[config.mk]
export PLATFORM = sky130hd
export DESIGN_NAME = sar_serial_adc
export DESIGN_NICKNAME = d
export VERILOG_FILES = /design/src/rtl/sar_serial_adc_pkg.sv /design/src/rtl/sclk_edge.sv /design/src/rtl/chan_mux.sv /design/src/rtl/sar_step.sv /design/src/rtl/sar_serial_adc.sv
export SDC_FILE = /design/constraint.sdc
export NUM_CORES = 1
export LEC_CHECK = 0
export ABC_AREA = 0
export BUFFER_PORTS_ARGS = -buffer_cell sky130_fd_sc_hd__buf_2
export CELL_PAD_IN_SITES_DETAIL_PLACEMENT = 0
export CELL_PAD_IN_SITES_GLOBAL_PLACEMENT = 1
export CORE_MARGIN = 2
export CORE_UTILIZATION = 43
export DETAILED_ROUTE_END_ITERATION = 6
export PLACE_DENSITY = 0.87
export SYNTH_ARGS = -nofsm -noshare
export SYNTH_HDL_FRONTEND = slang
export SYNTH_HIERARCHICAL = 1
export SYNTH_SLANG_ARGS = --single-unit
export TNS_END_PERCENT = 1
[constraint.sdc]
create_clock -name clk_i -period 4 [get_ports clk_i]
set_clock_uncertainty 0.15 [all_clocks]
set_input_delay 0.6 -clock clk_i [delete_from_list [all_inputs] [get_ports clk_i]]
set_output_delay 0.6 -clock clk_i [all_outputs]
set_load 0.01 [all_outputs]
[src/rtl/sar_serial_adc_pkg.sv]
package sar_serial_adc_pkg;
  typedef enum logic [2:0] {
    ST_IDLE,
    ST_WAIT,
    ST_ADDR,
    ST_SMPL,
    ST_CONV,
    ST_RPLY,
    ST_TAIL
  } sadc_st_e;
endpackage

[src/rtl/sclk_edge.sv]
module sclk_edge (
  input  logic clk_i,
  input  logic rst_ni,
  input  logic sclk_i,
  output logic rise_o,
  output logic fall_o
);
  logic sclk_q;

  always_ff @(posedge clk_i or negedge rst_ni) begin
    if (!rst_ni) sclk_q <= 1'b0;
    else         sclk_q <= sclk_i;
  end

  assign rise_o = sclk_i & ~sclk_q;
  assign fall_o = ~sclk_i & sclk_q;
endmodule

[src/rtl/chan_mux.sv]
module chan_mux #(
  parameter int NCH = 8,
  parameter int DW  = 8,
  localparam int CW = $clog2(NCH),
  localparam int SW = CW - 1
) (
  input  logic [NCH*DW-1:0] chan_i,
  input  logic [DW-1:0]     com_i,
  input  logic              sgl_i,
  input  logic              odd_i,
  input  logic [SW-1:0]     sel_i,
  output logic [DW-1:0]     diff_o
);
  logic [DW-1:0] ch [NCH];
  logic [DW-1:0] pos_w, neg_w;

  for (genvar g = 0; g < NCH; g++) begin : g_unpack
    assign ch[g] = chan_i[g*DW +: DW];
  end

  always_comb begin
    pos_w = ch[{sel_i, odd_i}];
    neg_w = sgl_i ? com_i : ch[{sel_i, ~odd_i}];
    diff_o = (pos_w > neg_w) ? pos_w - neg_w : '0;
  end
endmodule

[src/rtl/sar_step.sv]
module sar_step #(
  parameter int DW = 8,
  localparam int BW = $clog2(DW)
) (
  input  logic [DW-1:0] res_i,
  input  logic [BW-1:0] pos_i,
  input  logic [DW-1:0] diff_i,
  output logic          keep_o
);
  logic [DW-1:0] trial;

  always_comb begin
    trial  = res_i | (DW'(1) << pos_i);
    keep_o = (diff_i >= trial);
  end
endmodule

[src/rtl/sar_serial_adc.sv]
module sar_serial_adc
  import sar_serial_adc_pkg::*;
#(
  parameter int NCH    = 8,
  parameter int DW     = 8,
  parameter bit HAS_SE = 1'b1
) (
  input  logic              clk_i,
  input  logic              rst_ni,
  input  logic              csel_ni,
  input  logic              sclk_i,
  input  logic              sdi_i,
  input  logic              se_i,
  input  logic [NCH*DW-1:0] chan_i,
  input  logic [DW-1:0]     com_i,
  output logic              sdo_o,
  output logic              sdo_oe_o,
  output logic              busy_o,
  output logic              busy_oe_o
);
  localparam int CW    = $clog2(NCH);
  localparam int ABITS = CW + 1;
  localparam int SW    = CW - 1;
  localparam int AW    = $clog2(ABITS);
  localparam int BW    = $clog2(DW);
  localparam logic [AW-1:0] A_LAST = AW'(ABITS - 1);
  localparam logic [BW-1:0] B_LAST = BW'(DW - 1);

  sadc_st_e         st_q;
  logic [ABITS-1:0] addr_q;
  logic [AW-1:0]    acnt_q;
  logic [DW-1:0]    diff_q, res_q, diff_w;
  logic [BW-1:0]    bpos_q, rcnt_q;
  logic             rise, fall, keep, shift_ok;

  sclk_edge u_edge (
    .clk_i  (clk_i),
    .rst_ni (rst_ni),
    .sclk_i (sclk_i),
    .rise_o (rise),
    .fall_o (fall)
  );

  chan_mux #(.NCH(NCH), .DW(DW)) u_mux (
    .chan_i (chan_i),
    .com_i  (com_i),
    .sgl_i  (addr_q[ABITS-1]),
    .odd_i  (addr_q[ABITS-2]),
    .sel_i  (addr_q[SW-1:0]),
    .diff_o (diff_w)
  );

  sar_step #(.DW(DW)) u_step (
    .res_i  (res_q),
    .pos_i  (bpos_q),
    .diff_i (diff_q),
    .keep_o (keep)
  );

  // replay advances freely when no hold input is fitted
  assign shift_ok  = HAS_SE ? ~se_i : 1'b1;
  assign busy_oe_o = (st_q != ST_IDLE);

  always_ff @(posedge clk_i or negedge rst_ni) begin
    if (!rst_ni) begin
      st_q     <= ST_IDLE;
      addr_q   <= '0;
      acnt_q   <= '0;
      diff_q   <= '0;
      res_q    <= '0;
      bpos_q   <= '0;
      rcnt_q   <= '0;
      sdo_o    <= 1'b0;
      sdo_oe_o <= 1'b0;
      busy_o   <= 1'b0;
    end else if (csel_ni) begin
      st_q     <= ST_IDLE;
      sdo_o    <= 1'b0;
      sdo_oe_o <= 1'b0;
      busy_o   <= 1'b0;
    end else begin
      unique case (st_q)
        ST_IDLE: st_q <= ST_WAIT;
        ST_WAIT: if (rise && sdi_i) begin
          st_q   <= ST_ADDR;
          acnt_q <= '0;
        end
        ST_ADDR: if (rise) begin
          addr_q <= {addr_q[ABITS-2:0], sdi_i};
          if (acnt_q == A_LAST) st_q <= ST_SMPL;
          else                  acnt_q <= acnt_q + 1'b1;
        end
        ST_SMPL: if (fall) begin
          st_q     <= ST_CONV;
          diff_q   <= diff_w;
          res_q    <= '0;
          bpos_q   <= B_LAST;
          busy_o   <= 1'b1;
          sdo_oe_o <= 1'b1;
          sdo_o    <= 1'b0;
        end
        ST_CONV: if (fall) begin
          res_q[bpos_q] <= keep;
          sdo_o         <= keep;
          if (bpos_q == '0) begin
            st_q   <= ST_RPLY;
            rcnt_q <= BW'(1);
          end else begin
            bpos_q <= bpos_q - 1'b1;
          end
        end
        ST_RPLY: begin
          if (rise) busy_o <= 1'b0;
          if (fall && shift_ok) begin
            sdo_o <= res_q[rcnt_q];
            if (rcnt_q == B_LAST) st_q <= ST_TAIL;
            else                  rcnt_q <= rcnt_q + 1'b1;
          end
        end
        ST_TAIL: if (fall && shift_ok) sdo_o <= 1'b0;
        default: st_q <= ST_IDLE;
      endcase
    end
  end
endmodule

-- Yosys cells after proc, flatten, opt, wreduce, memory -nomap -nowiden
Index checks and enable logic that the tools add are counted.
- bits in registers: 35
- output and inout port bits: 4
- add/subtract/negate cells: 4
- magnitude comparators: 7
- eq/ne operators: 28
- shifts and indexed selects: 1
- multiplexer cells: 51
- bitwise gates (word level): 10
- reduce and logical (&&, ||, !) cells: 23
- operator list (cell ; number):
    two-way mux 8 bit ; 8
    binary-select mux 8 bit (select 3 bit) ; 2
    two-way mux 3 bit ; 16
    inequality test 3 bit, second input constant ; 10
    case mux 3 bit (7 select lines) ; 1
    inequality test 2 bit, second input constant ; 10
    case mux 8 bit (2 select lines) ; 1
    AND reduction 5 bit ; 3
    == test 3 bit, second input constant ; 4
    two-way mux 1 bit ; 12
    case mux 3 bit (2 select lines) ; 2
    nonzero test 2 bit ; 5
    AND reduction 3 bit ; 3
    AND reduction 9 bit ; 1
    bitwise mux 8 bit ; 1
    greater-or-equal comparator 4 bit, second input constant ; 2
    greater-or-equal comparator 8 bit ; 1
    greater-than comparator 8 bit ; 1
    < comparator 3 x 4 -> 1 bit, second input constant ; 2
    NOT 3 -> 4 bit ; 2
    bitwise OR 8 bit ; 1
    << shifter 1 x 3 -> 8 bit, first input constant ; 1
    subtractor 8 bit ; 1
    == test 3 x 2 -> 1 bit, second input constant ; 2
    21 further kinds ; 32

-- Logic depth before layout (Yosys ltp)
Gate-level depths: netlist (run 1).
- depth after elaboration: 8
- mapped depth: 13
- gate-level depth less buffers: 11

-- Modules after synthesis
Netlist (run 1), hierarchy kept.
- by module, submodules not included (module ; times used ; cells an instance ; area each (µm²)):
    sar_serial_adc ; 1 ; 177 ; 1859.3
    chan_mux ; 1 ; 120 ; 1417.6
    sar_step ; 1 ; 30 ; 235.2
    sclk_edge ; 1 ; 3 ; 40.0

-- Worst setup path after synthesis (run 1)
OpenSTA, ideal clock, no wires.
- path type: reg2reg
- start: reg addr_q[2]
- end: reg diff_q[6]
- library setup time: 0.128 ns
- arrival: 3.208 ns
- required time: 3.722 ns
- slack: 0.514 ns
- cell stages (with the launch flop): 14
- buffers on the path: 2
- path through: dfrtp_1 > buf_2 > buf_2 > mux4_2 > mux2_2 > mux2_2 > ha_1 > fa_1 > nor2b_1 > o31a_1 > o21a_1 > o21a_1 > nor3_1 > mux2_1
- longest elaborated chain between the ends: 8
- elaborated cells on any way between the ends: 13
- those cells by class: add/sub (1); order compare (1); mux (8); bitwise (3)
- RTL lines (item ; RTL line ; text):
    from (decl) ; sar_serial_adc.sv:30 ; logic [ABITS-1:0] addr_q;
    from (signal assigned) ; sar_serial_adc.sv:89 ; addr_q <= {addr_q[ABITS-2:0], sdi_i};
    NOT 1 bit ; chan_mux.sv:23 ; neg_w = sgl_i ? com_i : ch[{sel_i, ~odd_i}];
    NOT 3 -> 4 bit ; chan_mux.sv:23 ;
    binary-select mux 8 bit (select 3 bit) ; chan_mux.sv:23 ;
    two-way mux 8 bit (implied by the code) (2 in series) ; chan_mux.sv:23 ;
    two-way mux 8 bit ; chan_mux.sv:23 ;
    subtractor 8 bit / greater-than comparator 8 bit (equally long branches) ; chan_mux.sv:24 ; diff_o = (pos_w > neg_w) ? pos_w - neg_w : '0;
    two-way mux 8 bit (*) ; chan_mux.sv:24 ;
    via diff_w[6] ; sar_serial_adc.sv:32 ; logic [DW-1:0] diff_q, res_q, diff_w;
    to (signal assigned) ; sar_serial_adc.sv:95 ; diff_q <= diff_w;
    to (decl) ; sar_serial_adc.sv:32 ;
Mark *: on every way through the listed nets, which the timed path passes. The rest lies on a longest branch. The select of a mux whose other input is x is not followed.
A chain may end at the register's enable or synchronous reset.

-- Worst setup path in the final report (run 1)
- start: reg addr_q[0]
- end: reg diff_q[6]
- longest elaborated chain between the ends: 7
- elaborated cells on any way between the ends: 12
- those cells by class: add/sub (1); order compare (1); mux (8); bitwise (2)
- RTL lines (item ; RTL line):
    NOT 3 -> 4 bit ; chan_mux.sv:23
    binary-select mux 8 bit (select 3 bit) ; chan_mux.sv:23
    two-way mux 8 bit (implied by the code) (2 in series) ; chan_mux.sv:23
    two-way mux 8 bit ; chan_mux.sv:23
    subtractor 8 bit / greater-than comparator 8 bit (equally long branches) ; chan_mux.sv:24
    two-way mux 8 bit (*) ; chan_mux.sv:24
    via diff_w[6] ; sar_serial_adc.sv:32
Marks and branches as above.

==> impl_metrics.json, run 1 <==
{
  "syn-mean-instance-area_um2": 10.8,
  "synth_flop_cell": "dfrtp_1",
  "yosys_warnings": 6,
  "io-pin-count": 82,
  "seq_area_frac_synth_pct": 24.7,
  "post-route-drc-count": 0,
  "cts.reportedPaths.clkPinSlew_ns": 0.07,
  "report.final.hold_viol_count": 0,
  "post-route-util_pct": 50.7,
  "clock_tree.root_cell": "clkbuf_8",
  "synth_top_family_by_area": "multiplexers",
  "grt_setup_unrepaired": "no",
  "critPathLaunchType": "flop",
  "crit_required_ns": 4.01,
  "worstSetupEndpointType": "flop",
  "synth_async_sr_flop_share_pct": 100,
  "synth_cells": 330,
  "fmaxAchievable_ghz": 0.278,
  "floorplan.initialDensity_pct": 43.9,
  "place.detailed.instances": 500,
  "grt.overflow.total": 0,
  "clock_tree.buffer_depth": 2,
  "num_antenna_cells": 0,
  "grt_pass1_wl_um": 14000,
  "layout-drive-gt1-share_pct": 40.5,
  "cts_sinks": 35,
  "synth_fa_ha_area_share_pct": 7.96,
  "iter_0_drt_violations": 178,
  "first_global_vias": 3029,
  "die_area_mm2": 0.00900,
  "fillers": 745,
  "cts_inserted_buffers": 5,
  "htree_num_levels": 2,
  "globalplace.congestion": 0.815,
  "synth_xor_area_share_pct": 0,
  "dr_total_vias": 2992,
  "cts_tree": "built",
  "outcome": "completed",
  "synth-edff-count": 0,
  "final-instance-count-excl-fill": 507,
  "multiplexer_share_of_the_synthesized_area_pct": 35.0,
  "hp-class": "primary input to asynchronous set/reset pin",
  "postSynthRegisterBits": 35,
  "clk_latency_ns": 0.28,
  "report.final.slew_viol_count": 0,
  "drtAntennaViolNets": 0,
  "design.core.area_mm2": 0.00809,
  "finalCritPeriodShare_pct": 89.9,
  "place.port_buffers": 81,
  "dpl.hpwl_um": 6400,
  "fp.dieW_um": 94.9,
  "timing_worst_slew_pin_value_ns": 0.785,
  "route.detailed.wl_per_inst_um": 16.0,
  "worst_slew_margin_rel_pct": 47.7,
  "accumulated_negative_setup_slack_ns": 0,
  "number_of_rows_created_at_floorplan": 33,
  "synthesis.nets": 430,
  "number_of_setup_violations_in_the_final_report": 0,
  "fp.dieH_um": 94.9,
  "syn_to_final_growth_pct": 15.5,
  "max_cap_check_violation_count": 0,
  "synth.lib_cells_used.distinct": 56,
  "worst_ep_arrival_time_ns": 3.60,
  "grtUsageTotal_pct": 19.3,
  "timing.final.crit_period_ns": 3.60,
  "detail_route.first_pass.iterations": 7,
  "route.final.wire_length_um": 8090,
  "power.ir.vdd_worst_uv": 123,
  "largest_net_degree_at_the_start_of_global_routing": 36,
  "yosys.area_share.simple_pct": 12.4,
  "hold_buf_cts": 0,
  "setup.worst_path.class": "flop to flop",
  "powerDensity_mw_per_mm2": 272,
  "number_of_antenna_violations_at_the_first_check_in_global_routing": 0,
  "layout.nets": 502,
  "post_drt_via_cell_ratio": 5.90,
  "netlist_area_mm2": 0.00355,
  "worstPathMaxFanout": 18,
  "synth_compound_area_share_pct": 14.7,
  "leakage_uw": 0.00177
}
through the flow:
stage	worst slack, ns	instance area (um^2)	hold slack (ns)	total power, uW
6_report	0.402	4100	0.245	1110
5_1_grt	0.0770	4100	0.284	1200
4_1_cts	0.183	4090	0.274	1120
3_5_place_dp	0.233	4010	0.334	860
3_3_place_gp	0.372	4010	0.331	846
2_1_floorplan	0.514	3550	0.154	743
cell usage after synthesis, types with 2 or more instances:
library cell | number | area share [%]
a21boi_0 | 3 | 0.63
buf_6 | 4 | 1.3
dfrtp_1 | 35 | 25
o31ai_1 | 2 | 0.42
o21ai_1 | 15 | 2.1
a211oi_1 | 4 | 0.85
inv_1 | 12 | 1.3
mux4_1 | 5 | 3.7
a21o_1 | 5 | 1.1
o21a_1 | 5 | 1.1
o21ai_0 | 8 | 1.1
mux2_1 | 5 | 1.6
nor2_1 | 12 | 1.3
a31oi_1 | 15 | 2.6
mux2_2 | 29 | 9.2
nor3_1 | 11 | 1.5
nand2_1 | 14 | 1.5
ha_1 | 21 | 7.4
nand3b_1 | 3 | 0.63
clkbuf_1 | 9 | 0.95
mux2i_1 | 12 | 3.4
buf_2 | 6 | 0.85
mux2_4 | 3 | 1.3
nor3b_1 | 5 | 1.1
and3_1 | 3 | 0.53
a21oi_1 | 14 | 2.0
nand3_2 | 2 | 0.56
nand4_1 | 3 | 0.53
nor2b_1 | 7 | 1.2
nand3_1 | 4 | 0.56
mux4_2 | 24 | 15
nand2b_1 | 6 | 1.1
path summary, 6_finish.rpt:
kind                                       startpoint  cells after the start  slack (ns)                       to
max in group asynchronous                      rst_ni                      1        2.92    addr_q[2]$_DFFE_PN0P_
worst min register to register   sdo_oe_o$_DFFE_PN0P_                      1        0.35     sdo_oe_o$_DFFE_PN0P_
min in group clk_i                             sclk_i                      1        0.30  u_edge/sclk_q$_DFF_PN0_
worst min-delay path                           rst_ni                      1        0.25    acnt_q[0]$_DFFE_PN0P_
worst max register to register  addr_q[0]$_DFFE_PN0P_                     11        0.40    diff_q[6]$_DFFE_PN0P_
worst max-delay path            addr_q[0]$_DFFE_PN0P_                     11        0.40    diff_q[6]$_DFFE_PN0P_
layer usage:
metal  up-vias  GRT usage, %  wire (um)
li1       1432             -          -
met2        65          34.8       4240
met3         8          2.31        226
met1      1487          24.2       3530
met4         0          5.19         92
met5         -             0          0
what timing repair did:
| item | CTS | global route |
|---|---|---|
| setup buffers | 0 | 0 |
| setup endpoints to repair | 0 | 8 |
| resized for setup | 0 | 2 |
worst max-delay path, cell delays in order, from the launching register on:
cell and delay (ns):
dfrtp_1 0.48, buf_4 0.33, mux4_1 0.57, mux2_2 0.27
mux2i_1 0.14, ha_1 0.29, nor2b_1 0.18, o21ai_0 0.23
a21oi_1 0.12, o22ai_2 0.29, nor3_1 0.12, mux2_1 0.31
sequential cells by signal, summed over array words and instances (netlist names):
register and count:
acnt_q 2, u_edge/sclk_q 1, diff_q 8, sdo_oe_o 1, rcnt_q 3, busy_o 1, res_q 8, st_q 3
sdo_o 1, addr_q 4, bpos_q 3
cells by family after synthesis:
group | after synthesis
AO/OA/AOI/OAI | 81
adder cells (fa/ha/maj) | 22
buffers and inverters | 35
flip-flops | 35
multiplexers | 79
AND/OR/NAND/NOR | 78
report_power, final:
group / total, uW / switching [uW] / internal, uW
sequential: 414 / 42.2 / 372
clock: 258 / 123 / 135
combinational: 443 / 219 / 223
total: 1110 / 384 / 731
cell usage in the layout (no fill, tap or decap), types with 2 or more instances in the layout:
master	synthesis	routed
a21o_1	5	5
buf_4	1	5
buf_2	6	81
a31oi_1	15	15
mux4_2	24	24
and3_1	3	3
o31ai_1	2	2
a21boi_0	3	3
nor3b_1	5	5
dfrtp_1	35	34
a211oi_1	4	4
nor2_1	12	12
inv_1	12	12
nand3b_1	3	3
nor2b_1	7	7
nand2_1	14	14
o21ai_1	15	15
mux2_4	3	3
clkbuf_8	0	6
a21oi_1	14	14
nand3_2	2	2
nand3_1	4	4
mux2_2	29	29
ha_1	21	21
mux2_1	5	5
nor3_1	11	11
mux2i_1	12	12
mux4_1	5	5
o21ai_0	8	8
nand2b_1	6	6
nand4_1	3	3
o21a_1	5	5
cell type report:
type                       instances  area [um^2]  area share (%)
clock inverter                     1         5.00           0.122
timing repair buffer              87          463            11.3
clock buffer                       6         82.6            2.01
multi-input combinational        260         2490            60.8
sequential                        35          877            21.4
tap                              105          131            3.20
inverter                          13         48.8            1.19
Power figures use the tool's default switching activity.
==> run 2: changes to the inputs <==
CORE_UTILIZATION = 39   (was 43)
PLACE_DENSITY = 0.84   (was 0.87)
clock period = 3.28 ns   (was 4 ns; I/O delays follow)
==> run 2 against run 1 <==
Against the previous run:
- the run now ends with setup timing left
- setup slack worse by 0.46 ns
- wire length is 5.6% higher
- first-iteration DRC count is 30% lower
- maximum frequency is 7.8% higher
- die area is 9.8% higher
- global-route usage is 1.9 points lower
- clock power is 20% higher
- largest cell class unchanged
- largest power group unchanged
- highest routed layer unchanged
==> impl_metrics.json, run 2 (synthesis results as in run 1) <==
{
  "post_drt_via_cell_ratio": 5.77,
  "clock_tree.root_cell": "clkbuf_8",
  "floorplan.initialDensity_pct": 40.5,
  "critPathLaunchType": "flop",
  "die_area_mm2": 0.00989,
  "maxUsedRoutingLayer": "met4",
  "commonest_cells_after_routing_fill_and_taps_aside": "81 x buf_2, 34 x dfrtp_1, 29 x mux2_2",
  "worst_ep_arrival_time_ns": 3.41,
  "grt.overflow.total": 0,
  "finalWorstSetupSlack_ns": -0.0588,
  "timing_worst_slew_pin_value_ns": 0.796,
  "hp-class": "primary input to asynchronous set/reset pin",
  "met3_wirelength_um": 177,
  "max_cap_check_violation_count": 0,
  "routed-wl-met2_um": 4650,
  "iter_0_drt_violations": 125,
  "number_of_rows_created_at_floorplan": 34,
  "dpl.hpwl_um": 6480,
  "detail_route.wirelength.met1_um": 3590,
  "cts_tree": "built",
  "cp_common_cell": "buf_12",
  "crit_required_ns": 3.35,
  "layout.cells.most_common": "buf_2",
  "layout.nets": 518,
  "design_power_total_uw": 1480,
  "report.final.hold_viol_count": 0,
  "detail_route.first_pass.iterations": 4,
  "grt_pass1_wl_um": 14300,
  "worstPathMaxFanout": 10,
  "num_antenna_cells": 0,
  "syn_to_final_growth_pct": 21.8,
  "largest_net_degree_at_the_start_of_global_routing": 36,
  "critical_path.reg2reg.endpoint": "diff_q[2]$_DFFE_PN0P_",
  "hold_buf_cts": 0,
  "cts.reportedPaths.clkPinSlew_ns": 0.08,
  "design.core.area_mm2": 0.00876,
  "critical_path.max_stage_delay_ns": 0.50,
  "drtAntennaViolNets": 0,
  "outcome": "complete, but fails checks",
  "fillers": 805,
  "layout_top_registers": "diff_q (8), res_q (8), addr_q (4)",
  "route.detailed.wl_per_inst_um": 16.2,
  "fmaxAchievable_ghz": 0.300,
  "cts_sinks": 35,
  "dr_total_vias": 3041,
  "leakage_uw": 0.00187,
  "timing.final.crit_period_ns": 3.34,
  "finalCritPeriodShare_pct": 102,
  "worst_slew_margin_rel_pct": 46.9,
  "r2r_start": "addr_q[0]$_DFFE_PN0P_",
  "globalplace.congestion": 0.826,
  "route.final.wire_length_um": 8550,
  "grt_setup_unrepaired": "yes",
  "powerDensity_mw_per_mm2": 341,
  "worstSetupEndpointType": "flop",
  "worst_path_max_delay_cell": "mux4_2",
  "cts_inserted_buffers": 5,
  "clock_tree.buffer_depth": 2,
  "crit_chain": "buf_12 > mux2_4 > mux4_2 > mux2i_4 > inv_2 > fa_2 > nor2b_4 > o21ai_2 > a21oi_2 > o22ai_4 > buf_12 > nor3_2 > mux2_2",
  "io-pin-count": 82,
  "final-instance-count-excl-fill": 527,
  "first_global_vias": 3169,
  "register_area_um2": 877,
  "grtUsageTotal_pct": 17.4,
  "place.detailed.instances": 514,
  "violations": "setup timing",
  "power.ir.vdd_worst_uv": 131,
  "fp.dieW_um": 99.4,
  "clk_latency_ns": 0.29,
  "report.final.slew_viol_count": 0,
  "number_of_setup_violations_in_the_final_report": 8,
  "number_of_antenna_violations_at_the_first_check_in_global_routing": 0,
  "number_of_cell_instances_on_the_worst_register_to_register_path": 13,
  "fp.dieH_um": 99.4,
  "place.port_buffers": 81,
  "layout-drive-gt1-share_pct": 46.1,
  "multi_input_area_mm2": 0.00256,
  "dp_worst_setup_slack_ns": -0.300,
  "worst-r2r-setup-slack_ns": -0.06,
  "setup.worst_path.class": "flop to flop",
  "post-route-drc-count": 0,
  "htree_num_levels": 2
}
## run 2: changes by cell type in the layout (fill, tap and decap cells not counted), moves of 2 or more
| cell | change |
|---|---|
| nor3_1 | -5 |
| buf_4 | +13 |
| a21oi_2 | +2 |
| a21oi_1 | -2 |
| o21ai_1 | +2 |
| o21ai_0 | -3 |
| buf_12 | +2 |
| nor3_2 | +5 |
## run 2: power by group
| part | leakage (uW) | switching [uW] | total (uW) | internal, uW |
|---|---|---|---|---|
| clock | 0.0000412 | 161 | 309 | 148 |
| combinational | 0.00135 | 312 | 663 | 351 |
| sequential | 0.000478 | 51.6 | 506 | 454 |
## run 2: worst max path at each step
stage | from | endpoint | slack, ns | cells after the start
floorplan | addr_q[0]$_DFFE_PN0P_ | diff_q[6]$_DFFE_PN0P_ | 0.009 | 12
global placement | chan_i[56] | diff_q[6]$_DFFE_PN0P_ | -0.18 | 12
detailed placement | chan_i[56] | diff_q[3]$_DFFE_PN0P_ | -0.30 | 12
CTS | addr_q[0]$_DFFE_PN0P_ | diff_q[6]$_DFFE_PN0P_ | 0.007 | 11
global route | addr_q[0]$_DFFE_PN0P_ | diff_q[6]$_DFFE_PN0P_ | -0.21 | 12
finish | addr_q[0]$_DFFE_PN0P_ | diff_q[2]$_DFFE_PN0P_ | -0.06 | 13
## run 2: metal layers
layer  track usage, %  up-vias
li1                 -     1465
met1             20.0     1511
met2             33.1       52
met3             2.18       13
met4             5.48        0
met5                0        -
## run 2: cell type report
cell class              count  share of cell area (%)
clock buffers               6                    1.68
clock inverters             2                   0.289
inverters                  13                    1.13
multi-input cells         260                    59.1
flip-flops and latches     35                    20.3
well taps                 108                    3.12
repair buffers            103                    14.5
## run 2: stage by stage
stage / hold WS, ns / cell area, um^2 / utilization [%] / TNS [ns]
after CTS: 0.155 / 4240 / 48.4 / 0
final: 0.132 / 4330 / 49.4 / -0.237
after floorplan: 0.0464 / 3570 / - / 0
after global routing: 0.172 / 4330 / 49.4 / -1.24
after global placement: 0.325 / 4100 / 46.8 / -1.24
after detailed placement: 0.328 / 4100 / 46.8 / -1.99
## run 2: worst max-delay path: cells and delay by family (launching register included)
kind | cells | cell delay (ns)
fa+ha+maj | 1 | 0.41
mux | 4 | 1.14
buf+inv | 3 | 0.39
compound gates | 3 | 0.39
simple gates | 2 | 0.32
flops | 1 | 0.48
## run 2: repair_timing
item                       CTS  global route
setup endpoints to repair    8             8
resized for setup           14             9
setup buffers                1             3
pin swaps                    5             2
cloned                       0             1
==> run 3: changes to the inputs <==
ABC_AREA = 1   (was 0)
CORE_UTILIZATION = 35   (was 39)
PLACE_DENSITY = 0.85   (was 0.84)
==> run 3 against run 2 <==
Against the previous run:
- the run now ends clean
- first-iteration DRC count grew 120%
- register-to-register slack gained 0.50 ns
- sequential power grew 35%
- largest power group unchanged
==> impl_metrics.json, run 3 <==
{
  "outcome": "completed",
  "cts_inserted_buffers": 5,
  "timing.final.crit_period_ns": 2.84,
  "synthesis.nets": 807,
  "synth_flop_cell": "dfrtp_1",
  "number_of_antenna_violations_at_the_first_check_in_global_routing": 0,
  "worst-r2r-setup-slack_ns": 0.44,
  "postSynthRegisterBits": 35,
  "max_cap_check_violation_count": 0,
  "accumulated_negative_setup_slack_ns": 0,
  "route.final.wire_length_um": 10800,
  "grt_pass1_wl_um": 18700,
  "leakage_uw": 0.00269,
  "commonest_cells_after_routing_fill_and_taps_aside": "220 x nand2_1, 113 x inv_1, 81 x buf_2",
  "maxUsedRoutingLayer": "met4",
  "hp-class": "primary input to asynchronous set/reset pin",
  "yosys.area.top_type": "dfrtp_1",
  "worstPathMaxFanout": 28,
  "synth.lib_cells_used.distinct": 41,
  "netlist.area_leader.share_pct": 21.2,
  "worstSetupEndpointType": "flop",
  "layout.nets": 873,
  "register_area_um2": 877,
  "worst_slew_margin_rel_pct": 44.1,
  "hold_buf_cts": 0,
  "top_area_cells_in_the_synthesized_netlist": "dfrtp_1 21%, nand2_1 20%, inv_1 10%",
  "die_area_mm2": 0.0127,
  "crit_required_ns": 3.34,
  "grtUsageTotal_pct": 17.5,
  "number_of_rows_created_at_floorplan": 39,
  "grt.overflow.total": 0,
  "finalCritPeriodShare_pct": 86.4,
  "layout_top_registers": "diff_q (8), res_q (8), addr_q (4)",
  "fp.dieW_um": 113,
  "synth-edff-count": 0,
  "htree_num_levels": 2,
  "netlist_area_mm2": 0.00414,
  "number_of_cell_instances_on_the_worst_register_to_register_path": 15,
  "post-route-drc-count": 0,
  "worst_ep_arrival_time_ns": 2.90,
  "seq_area_frac_synth_pct": 21.2,
  "syn-mean-instance-area_um2": 5.85,
  "critical_path.reg2reg.endpoint": "diff_q[6]$_DFFE_PN0P_",
  "cts_tree": "built",
  "route.detailed.wl_per_inst_um": 11.8,
  "critPathLaunchType": "flop",
  "number_of_setup_violations_in_the_final_report": 0,
  "place.detailed.instances": 909,
  "layout.cells.most_common": "nand2_1",
  "r2r_start": "addr_q[2]$_DFFE_PN0P_",
  "largest_net_degree_at_the_start_of_global_routing": 77,
  "design_power_total_uw": 4410,
  "yosys_warnings": 6,
  "fmaxAchievable_ghz": 0.353,
  "setup.worst_path.class": "flop to flop",
  "report.final.hold_viol_count": 0,
  "first_global_vias": 4108,
  "place.port_buffers": 81,
  "timing_worst_slew_pin_value_ns": 0.838,
  "synthMostInstantiatedCell": "nand2_1",
  "grt_setup_unrepaired": "no",
  "report.final.slew_viol_count": 0,
  "powerDensity_mw_per_mm2": 925,
  "post-cts-setup-buffer-count": 0,
  "netlist_top_cells_count": "220 x nand2_1, 113 x inv_1, 69 x nand3_1",
  "fillers": 1245,
  "routed-wl-met2_um": 4720,
  "detail_route.first_pass.iterations": 6,
  "dr_total_vias": 4461,
  "cts_sinks": 35,
  "synth_async_sr_flop_share_pct": 100,
  "cts.reportedPaths.clkPinSlew_ns": 0.05,
  "globalplace.congestion": 0.836,
  "layout-drive-gt1-share_pct": 17.4,
  "final-instance-count-excl-fill": 917,
  "io-pin-count": 82,
  "synth_cells": 707,
  "cts_repair_resize_count": 0,
  "post_drt_via_cell_ratio": 4.86,
  "multi_input_area_mm2": 0.00259,
  "floorplan.initialDensity_pct": 36.1,
  "design.core.area_mm2": 0.0115,
  "power.ir.vdd_worst_uv": 344,
  "detail_route.wirelength.met1_um": 5440,
  "clock_tree.root_cell": "clkbuf_16",
  "num_antenna_cells": 0,
  "syn_to_final_growth_pct": 15.1,
  "iter_0_drt_violations": 272,
  "fp.dieH_um": 113,
  "drtAntennaViolNets": 0,
  "clk_latency_ns": 0.27,
  "dpl.hpwl_um": 8270,
  "met3_wirelength_um": 494,
  "clock_tree.buffer_depth": 2
}
==> run 3: changes by cell type after synthesis, sizes merged, moves of 30 or more <==
cell | before | now
nor2 | 13 | 43
nand2 | 14 | 226
inv | 13 | 126
nand3 | 6 | 73
mux2 | 37 | 0
o21ai | 23 | 73
==> run 3: worst max-delay path, cell delays in order (launching register included) <==
cell and delay, ns:
dfrtp_2 0.42, inv_2 0.35, o21ai_0 0.17, nand3_1 0.11, nand2_1 0.07, ha_1 0.24
fa_1 0.43, inv_1 0.08, nand2_1 0.07, nand2_1 0.10, nand3_1 0.07, nand2_1 0.08
nand2_1 0.16, a21oi_1 0.16, nand2_1 0.07, nand2_1 0.05
==> run 3: stage by stage <==
step / utilization (%) / setup WS (ns) / instance area [um^2] / hold WS (ns)
global placement: 40.3 / 0.462 / 4620 / 0.328
CTS: 41.5 / 0.442 / 4760 / 0.204
floorplan: - / 0.708 / 4140 / 0.0464
finish: 41.5 / 0.445 / 4760 / 0.165
detailed placement: 40.3 / 0.454 / 4620 / 0.328
global route: 41.5 / 0.0961 / 4760 / 0.210
==> run 3: per-layer routing <==
layer  track usage (%)  up-vias
met5                 0        -
met3              2.36       12
met4              4.39        0
met1              25.4     1953
met2              27.4      114
li1                  -     2382
==> run 3: power by group <==
group          internal (uW)  switching (uW)
Combinational           1210            2060
Sequential               535             146
Clock                    280             176
Total                   2030            2380
==> run 3: final cells by class <==
| cell class | count | area share, % |
|---|---|---|
| multi-input cells | 518 | 54.4 |
| flip-flops and latches | 35 | 18.4 |
| inverters | 127 | 10.3 |
| repair buffers | 86 | 10.1 |
| well taps | 143 | 3.76 |
| clock buffers | 6 | 2.71 |
| clock inverters | 2 | 0.263 |
==> run 3: kinds of logic (layout without fill, tap and decap cells) <==
group	Yosys count	after routing	synth area share [%]
flip-flops	35	35	21.2
buffers and inverters	154	221	16.2
AND/OR/NAND/NOR	364	364	38.1
AO/OA/AOI/OAI	130	130	17.3
XOR/XNOR	2	2	0.424
adder cells (fa/ha/maj)	22	22	6.84
==> run 3: worst max path at each step <==
stage	startpoint	endpoint	slack, ns
2_1_floorplan	addr_q[2]$_DFFE_PN0P_	diff_q[6]$_DFFE_PN0P_	0.71
3_3_place_gp	addr_q[2]$_DFFE_PN0P_	diff_q[6]$_DFFE_PN0P_	0.46
3_5_place_dp	addr_q[2]$_DFFE_PN0P_	diff_q[6]$_DFFE_PN0P_	0.45
4_1_cts	addr_q[2]$_DFFE_PN0P_	diff_q[6]$_DFFE_PN0P_	0.44
5_1_grt	addr_q[2]$_DFFE_PN0P_	diff_q[7]$_DFFE_PN0P_	0.1
6_report	addr_q[2]$_DFFE_PN0P_	diff_q[6]$_DFFE_PN0P_	0.44
